<file path="src/rtl/va_ctl_pkg.sv">
package va_ctl_pkg;
  localparam int VA_W       = 64;
  localparam int BASE_LSB   = 30;
  localparam int BASE_W     = VA_W - BASE_LSB;
  localparam int PTE_SHIFT  = 3;
  localparam int PAGE_SHIFT = 13;
  localparam int NARROW_MSB = 42;
  localparam int WIDE_MSB   = 47;
  localparam int F32_MSB    = 31;

  typedef enum logic [1:0] {
    SZ_BYTE = 2'd0,
    SZ_WORD = 2'd1,
    SZ_LONG = 2'd2,
    SZ_QUAD = 2'd3
  } acc_size_e;

  typedef enum logic [1:0] {
    SEL_CTRL   = 2'd0,
    SEL_FAULT  = 2'd1,
    SEL_FORMAT = 2'd2,
    SEL_NONE   = 2'd3
  } reg_sel_e;

  typedef struct packed {
    logic [BASE_W-1:0] base;
    logic              fmt32;
    logic              wide48;
    logic              big_end;
  } ctrl_t;
endpackage

</file>
<file path="src/rtl/va_ctl_regs.sv">
module va_ctl_regs
  import va_ctl_pkg::*;
(
  input  logic            clk,
  input  logic            rst,
  input  logic            wr_en,
  input  logic [1:0]      sel,
  input  logic [VA_W-1:0] wdata,
  input  logic            fault_strobe,
  input  logic [VA_W-1:0] fault_va,
  output ctrl_t           ctrl,
  output logic [VA_W-1:0] fault_q
);
  localparam int FMT32_BIT = 2;
  localparam int WIDE_BIT  = 1;
  localparam int BE_BIT    = 0;

  always_ff @(posedge clk) begin
    if (rst) begin
      ctrl <= '0;
    end else if (wr_en && sel == SEL_CTRL) begin
      ctrl.base    <= wdata[VA_W-1:BASE_LSB];
      ctrl.fmt32   <= wdata[FMT32_BIT];
      ctrl.wide48  <= wdata[WIDE_BIT];
      ctrl.big_end <= wdata[BE_BIT];
    end
  end

  always_ff @(posedge clk) begin
    if (rst) begin
      fault_q <= '0;
    end else if (fault_strobe) begin
      fault_q <= fault_va;
    end
  end

  AST_FAULT_LOAD: assert property (@(posedge clk) disable iff (rst)
    fault_strobe |=> fault_q == $past(fault_va));
  AST_FAULT_HOLD: assert property (@(posedge clk) disable iff (rst)
    !fault_strobe |=> $stable(fault_q));
  AST_CTRL_KEEP: assert property (@(posedge clk) disable iff (rst)
    !(wr_en && sel == SEL_CTRL) |=> $stable(ctrl));
endmodule

</file>
<file path="src/rtl/va_pte_format.sv">
module va_pte_format
  import va_ctl_pkg::*;
(
  input  ctrl_t           ctrl,
  input  logic [VA_W-1:0] fault_q,
  output logic [VA_W-1:0] fmt
);
  localparam int N_W   = NARROW_MSB - PAGE_SHIFT + 1;
  localparam int W_W   = WIDE_MSB - PAGE_SHIFT + 1;
  localparam int F_W   = F32_MSB - PAGE_SHIFT + 1;
  localparam int N_TOP = PTE_SHIFT + N_W;
  localparam int W_TOP = PTE_SHIFT + W_W;
  localparam logic [VA_W-1:0] FULL_VA = {VA_W{1'b0}} | {VA_W{1'b1}};

  logic [VA_W-1:0] base_full;
  assign base_full = {ctrl.base, {BASE_LSB{1'b0}}};

  always_comb begin
    fmt = '0;
    if (ctrl.fmt32) begin
      fmt[VA_W-1:N_TOP]              = base_full[VA_W-1:N_TOP];
      fmt[PTE_SHIFT+F_W-1:PTE_SHIFT] = fault_q[F32_MSB:PAGE_SHIFT];
    end else if (ctrl.wide48) begin
      fmt[VA_W-1:W_TOP]              = base_full[VA_W-1:W_TOP];
      fmt[W_TOP-1:PTE_SHIFT]         = fault_q[WIDE_MSB:PAGE_SHIFT];
    end else begin
      fmt[VA_W-1:N_TOP]              = base_full[VA_W-1:N_TOP];
      fmt[N_TOP-1:PTE_SHIFT]         = fault_q[NARROW_MSB:PAGE_SHIFT];
    end
  end

  always_comb begin
    AST_FMT_ALIGNED: assert (fmt[PTE_SHIFT-1:0] == '0);
    if (ctrl.fmt32)
      AST_FMT32_GAP: assert (fmt[N_TOP-1:PTE_SHIFT+F_W] == '0);
  end
endmodule

</file>
<file path="src/rtl/va_sext_check.sv">
module va_sext_check
  import va_ctl_pkg::*;
(
  input  logic            clk,
  input  logic            rst,
  input  logic            valid,
  input  logic            wide48,
  input  logic [VA_W-1:0] va,
  output logic            violation
);
  localparam int NMODES = 2;
  localparam int MSBS [NMODES] = '{NARROW_MSB, WIDE_MSB};

  logic [NMODES-1:0] legal;

  for (genvar m = 0; m < NMODES; m++) begin : g_mode
    localparam int M = MSBS[m];
    assign legal[m] = (&va[VA_W-1:M]) | ~(|va[VA_W-1:M]);
  end

  assign violation = valid & ~legal[wide48];

  AST_IDLE_QUIET: assert property (@(posedge clk) disable iff (rst)
    !valid |-> !violation);
  AST_WIDE_SUPERSET: assert property (@(posedge clk) disable iff (rst)
    (valid && wide48 && legal[0]) |-> !violation);
endmodule

</file>
<file path="src/rtl/va_endian_adj.sv">
module va_endian_adj
  import va_ctl_pkg::*;
#(
  parameter int PA_W = 44,
  parameter int SH_W = 3
) (
  input  logic            clk,
  input  logic            rst,
  input  logic            big_end,
  input  logic [1:0]      size,
  input  logic [PA_W-1:0] pa_in,
  output logic [PA_W-1:0] pa_out,
  input  logic [SH_W-1:0] shift_in,
  output logic [SH_W-1:0] shift_out
);
  logic [SH_W-1:0] flip;

  always_comb begin
    flip = '0;
    if (big_end) begin
      unique case (acc_size_e'(size))
        SZ_BYTE: flip = 3'b111;
        SZ_WORD: flip = 3'b110;
        SZ_LONG: flip = 3'b100;
        SZ_QUAD: flip = 3'b000;
        default: flip = '0;
      endcase
    end
  end

  assign pa_out    = {pa_in[PA_W-1:SH_W], pa_in[SH_W-1:0] ^ flip};
  assign shift_out = big_end ? ~shift_in : shift_in;

  AST_PA_HIGH_KEPT: assert property (@(posedge clk) disable iff (rst)
    pa_out[PA_W-1:SH_W] == pa_in[PA_W-1:SH_W]);
  AST_LE_PASS: assert property (@(posedge clk) disable iff (rst)
    !big_end |-> (pa_out == pa_in && shift_out == shift_in));
  AST_QUAD_PASS: assert property (@(posedge clk) disable iff (rst)
    (size == SZ_QUAD) |-> pa_out == pa_in);
endmodule

</file>
<file path="src/rtl/va_ctl_unit.sv">
module va_ctl_unit
  import va_ctl_pkg::*;
#(
  parameter int PA_W = 44
) (
  input  logic        clk,
  input  logic        rst,
  input  logic        reg_wr_en,
  input  logic        reg_rd_en,
  input  logic [1:0]  reg_sel,
  input  logic [63:0] reg_wdata,
  output logic [63:0] reg_rdata,
  input  logic        fault_strobe,
  input  logic [63:0] fault_va,
  input  logic        acc_valid,
  input  logic [63:0] acc_va,
  output logic        acc_violation,
  input  logic [1:0]  acc_size,
  input  logic [PA_W-1:0] acc_pa_in,
  output logic [PA_W-1:0] acc_pa_out,
  input  logic [2:0]  shift_in,
  output logic [2:0]  shift_out
);
  ctrl_t           ctrl;
  logic [VA_W-1:0] fault_q;
  logic [VA_W-1:0] fmt;
  logic [VA_W-1:0] rd_mux;

  va_ctl_regs u_regs (
    .clk(clk), .rst(rst), .wr_en(reg_wr_en), .sel(reg_sel),
    .wdata(reg_wdata), .fault_strobe(fault_strobe), .fault_va(fault_va),
    .ctrl(ctrl), .fault_q(fault_q)
  );

  va_pte_format u_fmt (.ctrl(ctrl), .fault_q(fault_q), .fmt(fmt));

  va_sext_check u_sext (
    .clk(clk), .rst(rst), .valid(acc_valid), .wide48(ctrl.wide48),
    .va(acc_va), .violation(acc_violation)
  );

  va_endian_adj #(.PA_W(PA_W), .SH_W(3)) u_endian (
    .clk(clk), .rst(rst), .big_end(ctrl.big_end), .size(acc_size),
    .pa_in(acc_pa_in), .pa_out(acc_pa_out),
    .shift_in(shift_in), .shift_out(shift_out)
  );

  always_comb begin
    unique case (reg_sel_e'(reg_sel))
      SEL_FAULT:  rd_mux = fault_q;
      SEL_FORMAT: rd_mux = fmt;
      default:    rd_mux = '0;
    endcase
  end

  always_ff @(posedge clk) begin
    if (rst)            reg_rdata <= '0;
    else if (reg_rd_en) reg_rdata <= rd_mux;
  end

  AST_CTRL_READS_ZERO: assert property (@(posedge clk) disable iff (rst)
    (reg_rd_en && reg_sel == SEL_CTRL) |=> reg_rdata == '0);
  AST_RDATA_HOLD: assert property (@(posedge clk) disable iff (rst)
    !reg_rd_en |=> $stable(reg_rdata));
endmodule

</file>
<file path="config.mk">
export PLATFORM = sky130hd
export DESIGN_NAME = va_ctl_unit
export DESIGN_NICKNAME = d
export VERILOG_FILES = /design/src/rtl/va_ctl_pkg.sv /design/src/rtl/va_ctl_regs.sv /design/src/rtl/va_pte_format.sv /design/src/rtl/va_sext_check.sv /design/src/rtl/va_endian_adj.sv /design/src/rtl/va_ctl_unit.sv
export SDC_FILE = /design/constraint.sdc
export NUM_CORES = 1
export LEC_CHECK = 0
export BUFFER_PORTS_ARGS = -buffer_cell sky130_fd_sc_hd__buf_2
export CORE_AREA = 2 2 139 141
export DETAILED_ROUTE_END_ITERATION = 8
export DIE_AREA = 0 0 141 143
export PLACE_DENSITY = 0.68
export SYNTH_ARGS = -nofsm -noshare
export SYNTH_HDL_FRONTEND = slang
export SYNTH_SLANG_ARGS = --single-unit
</file>
<file path="constraint.sdc">
create_clock -name clk -period 4.3 [get_ports clk]
set_clock_uncertainty 0.2 [all_clocks]
set_input_delay 1.075 -clock clk [delete_from_list [all_inputs] [get_ports clk]]
set_output_delay 1.075 -clock clk [all_outputs]
set_load 0.005 [all_outputs]
</file>
; Word-level counts from Yosys, hierarchy flattened
; Index checks and enable logic that the tools add are counted.
[totals]
register_bits = 165
input_bits = 249
out_inout_bits = 112
word_cells = 37
[op_classes]
order_cmp = 1
eq_ne = 5
muxes = 10
bitwise = 8
reduce_logical = 7
[op_table]
columns = operator, count
row1 = 64-bit case mux with 2 select lines, 1
row2 = 35-bit two-way mux, 1
row3 = 22-bit AND reduction, 1
row4 = 22-bit OR reduction, 1
row5 = 19-bit two-way mux, 1
row6 = 17-bit AND reduction, 1
row7 = 17-bit OR reduction, 1
row8 = 3-bit case mux with 4 select lines, 1
row9 = 11-bit two-way mux, 1
row10 = 2-bit == test (second input constant), 3
row11 = 3-bit two-way mux, 2
row12 = 5-bit two-way mux, 1
row13 = 2-bit by 1-bit == test with 1-bit output (second input constant), 2
row14 = 2-bit logical NOT, 2
row15 = 1-bit NOT, 3
row16 = 3-bit NOT, 1
row17 = 3-bit XOR, 1
row18 = 1-bit by 2-bit less-than comparator with 1-bit output (second input constant), 1
row19 = 1-bit two-way mux, 2
row20 = 1-bit OR, 2
row21 = 1-bit AND, 1
row22 = 1-bit logical AND, 1

; Depth between registers and ports, before layout
[logic_depth]
depth_word = 7
mapped_depth = 7
mapped_depth_nobuf = 6

; By module
; Synthesis repeated with hierarchy kept, for this count alone.
[unflattened]
hier_cells = 733
area_unflattened_um2 = 7623.6
[modules_own_cells]
columns = module, n_inst, cells_per_inst, area_each_um2, seq_area_each_um2
row1 = va_ctl_regs, 1, 367, 3963.8, 2021.9
row2 = va_ctl_unit, 1, 225, 2625.0, 1281.2
row3 = va_pte_format, 1, 67, 509.2, 0.0
row4 = va_endian_adj, 1, 50, 386.6, 0.0
row5 = va_sext_check, 1, 24, 138.9, 0.0

; Worst setup path after synthesis
; No wires, ideal clock.
[synth_path]
kind = in2out
startpoint = input acc_va[62]
endpoint = output acc_violation
arrival_time_ps = 1797
t_required_ps = 3025
path_slack_ps = 1228
stages = 4
path_buffers = 0
cell_sequence = nand4_1 or3_1 o31ai_1 nor3_1
[synth_between]
elab_chain_cells = 7
elab_cells_between_ends = 12
classes_between = mux (2) / bitwise (6) / reduce/logical (4)
[synth_rtl]
columns = element, line_no
row1 = start: declaration, va_ctl_unit.sv:16  ; input logic [63:0] acc_va,
row2 = 22-bit OR reduction or 17-bit OR reduction (tied branches), va_sext_check.sv:18  ; assign legal[m] = (&va[VA_W-1:M]) | ~(|va[VA_W-1:M]);
row3 = 1-bit NOT, va_sext_check.sv:18
row4 = 1-bit OR, va_sext_check.sv:18
row5 = 1-bit two-way mux (implied by the code) * (2 in a row), va_sext_check.sv:21  ; assign violation = valid & ~legal[wide48];
row6 = 1-bit NOT *, va_sext_check.sv:21
row7 = 1-bit AND *, va_sext_check.sv:21
row8 = end: declaration, va_ctl_unit.sv:17  ; output logic acc_violation,
; Every way passes the cells marked *; elsewhere a longest branch is shown, timed or not. The select of a mux whose other input is x is not followed.

; Worst setup path after layout
[layout_path]
startpoint = input acc_va[57]
endpoint = output acc_violation
; Same word-level chain as after synthesis.

==> results.txt <==
Crit path cell chain: buf_2, nor4_1, nand3_1, o32ai_1, nor3_1, buf_2
Hold EP: u_regs.ctrl[20]
Sequential share of power: 47.5%
Fraction of layout cells with a size suffix above 1: 30.16%
Gate Count Post-Synth: 699
Hold_buf cts: 0
DR pass1 iterations: 8
GRT Overall Usage: 17.92%
Adder-Cell Fraction of Synth Area: 0.5737%
Synthesized cell area: 6543 sq um
RePlAce Congestion: 0.7275
Comb pwr share: 8.4%
CP required: 3.02 ns
Setup_tns: 0 ns
Setup Viol. Count Final: 0
Max VDD drop: 272.5 uV
# resized after CTS: 0
IO buf count: 206
Yosys reg bits: 162
Die X: 141 microns
Post-Synth Simple-Gate Area: 14.00%
Multi-input gate area: 2710 sq um
Cells on worst reg2reg path: 4
Fin nets: 1,092
Register Area: 3243 sq um
Min-Delay Startpoint: u_regs.ctrl[20]
Critical path class: primary input to primary output
Most used cell, CP: buf_2
Vias: 5,479
Leading cell type in the layout, fill and taps excluded: buf_2
Largest family of logic cells by synthesized area: compound AO/OA/AOI/OAI gates
Achievable frequency: 0.2966 GHz
Detail Placement HPWL: 12,190 microns
Post-Synth XOR/XNOR Area: 0.8032%
Reg2reg setup slack: 2.65 ns
PwrDens: 419.4 nW/um^2
Initial DRC Count: 371
Biggest area consumer among synthesized cells: dfxtp_1
Syn Area/Cell: 9.360 sq um
Yosys top cell area share: 49.57%
Sequential share of the synthesized area: 49.57%
Worst-path clk slew: 0.06 ns
Count of cell types in the netlist: 32
CTS HTree Levels: 4
Slowest stage delay, CP: 0.31 ns
R2R Path End: reg_rdata[35]
Async S/R FF share, synth: 0%
Layout area overhead: 22.24%
Rows: 50
Ys Warns: 0
Clk sink count: 162
Slowest CP cell: nor4_1
CP startpoint kind: primary input
Net Sw Power: 0.0008116 W
Wire length per cell: 16.69 microns
Initial Util: 35.21%
Most frequent cells in the layout: 204 x buf_2, 162 x dfxtp_1, 131 x nor2_1, 73 x nand2_1, 64 x mux2i_1
Io pins: 361
Syn nets: 951
Leak: 3.597 nW
Vias in the first global route: 5,280
Hold slack: 0.2543 ns
P_int: 0.002543 W
Outcome: finished, final reports clean
Max Cap Viol: 0
Postcts setup bufs: 0
Post-synth EDFFs: 0
Synth Area in Compound Gates: 15.39%
CP arrival: 2.10 ns
Final slew viol count: 0
Endpoints failing hold: 0
Util after Layout: 43.04%
Worst-margin pin slew: 0.6987 ns
Largest net degree at the start of global routing: 62
Crit-path max FO: 2
Final period util: 78.40%
Final ANT Viol Nets: 0
Final wirelength: 18,190 microns
Post-placement setup slack: 0.9280 ns
Hold/Removal Path Class: register to register
Cts bufs inserted: 17
GRT Residual Overflow: 0
Antenna violations before repair: 4
CP Capture Type: primary output
RSZ-0062 raised after global routing: false
Period minus WS final: 3.371 ns
Clock tree buffer depth: 2
Slew Limit Headroom: 53.42%
Worst setup margin: 0.9290 ns
CTS tree: built
Fillers: 1,851
Die span in y: 143 microns
Clock share of power: 44.1%
Core ar.: 18,580 sq um
Worst R2R Start: u_regs.ctrl[1]
Main synth FF type: dfxtp_1
Die area: 20,160 sq um
Skew-Pair Late Insertion Delay: 0.42 ns
Detailed-route vias per instance: 5.027
Multiplexer area fraction after synthesis: 10.65%
DRC viols: 0
Switching Share: 24.20%
Worst hold stages: 2
Root Buffer: clkbuf_16
Dominant cells by area after synthesis: dfxtp_1 50%, mux2i_1 9.8%, nor2_1 7.5%
Global-route wire length before repair: 28,250 microns
## power by group through the flow
| stage | registers (W) | logic (W) | clock network, W |
|---|---|---|---|
| after CTS | 0.00159 | 0.000285 | 0.00151 |
| after global placement | 0.00163 | 0.000280 | 0 |
| after floorplan | 0.00161 | 0.000199 | 0 |
| after detailed placement | 0.00163 | 0.000284 | 0 |
| after global routing | 0.00160 | 0.000315 | 0.00157 |
| final | 0.00159 | 0.000282 | 0.00148 |
## registers in the layout (all words and copies together), names as in the netlist
name and flops:
reg_rdata 64, u_regs.fault_q 64, u_regs.ctrl 34
## layout make-up
| class | instances | area share [%] |
|---|---|---|
| Clock buffer | 21 | 6.008 |
| Clock inverter | 10 | 1.252 |
| Inverter | 4 | 0.1877 |
| Multi-Input combinational cell | 436 | 33.89 |
| Timing Repair Buffer | 219 | 14.33 |
| Sequential cell | 162 | 40.55 |
| Antenna cell | 4 | 0.1252 |
| Tap cell | 234 | 3.661 |
## synth_stat cells, types with 2 or more instances
master	number
dfxtp_1	162
nor2_1	131
nand2_1	73
mux2i_1	64
buf_4	45
a21oi_1	34
a22oi_1	33
a222oi_1	31
a22o_1	30
clkbuf_1	30
buf_2	15
mux2_2	5
buf_1	4
nand3_1	4
nor3_1	4
xor2_1	4
and3_1	3
buf_6	3
ha_1	3
inv_1	3
nand4_1	3
nor4_1	3
and2_1	2
xnor2_1	2
## critical path, delay by kind of cell
family | cells | cell delay [ns]
AOI/OAI and AO/OA | 1 | 0.25
buffers and inverters | 2 | 0.23
and+or+nand+nor | 3 | 0.53
## through the flow
stage,instances,instance area (sq um),total power [W]
6_report,1090,7998,0.003354
5_1_grt,1087,7990,0.003489
4_1_cts,1086,7988,0.003393
3_5_place_dp,1055,7407,0.001912
3_3_place_gp,1055,7407,0.001907
2_1_floorplan,699,6543,0.001811
## layer usage
layer	vias to the layer above	track usage, %	routed length, microns
li1	2704	-	-
met1	2556	22.91	8037
met2	201	28.58	8424
met3	16	6.103	1553
met4	2	5.737	165
met5	-	0	13
## cell families (layout without fill, tap and decap cells)
logic type,count (synthesis),count (layout)
xor gates and xnor gates,6,6
other,0,4
muxes,69,69
AOI/OAI and AO/OA,130,130
adders and majority gates,3,3
buffers and inverters,101,254
and+or+nand+nor,228,228
DFF,162,162
## worst max path at each step
stage / startpoint / end / slack (ns) / cells past startpoint
after CTS: acc_va[57] / acc_violation / 0.93 / 6
after global placement: acc_va[57] / acc_violation / 0.98 / 6
after floorplan: acc_va[62] / acc_violation / 1.23 / 4
after detailed placement: acc_va[57] / acc_violation / 0.93 / 6
after global routing: acc_va[53] / acc_violation / 0.76 / 6
final: acc_va[57] / acc_violation / 0.93 / 6
Note: power is estimated with default switching activity, not from simulation.
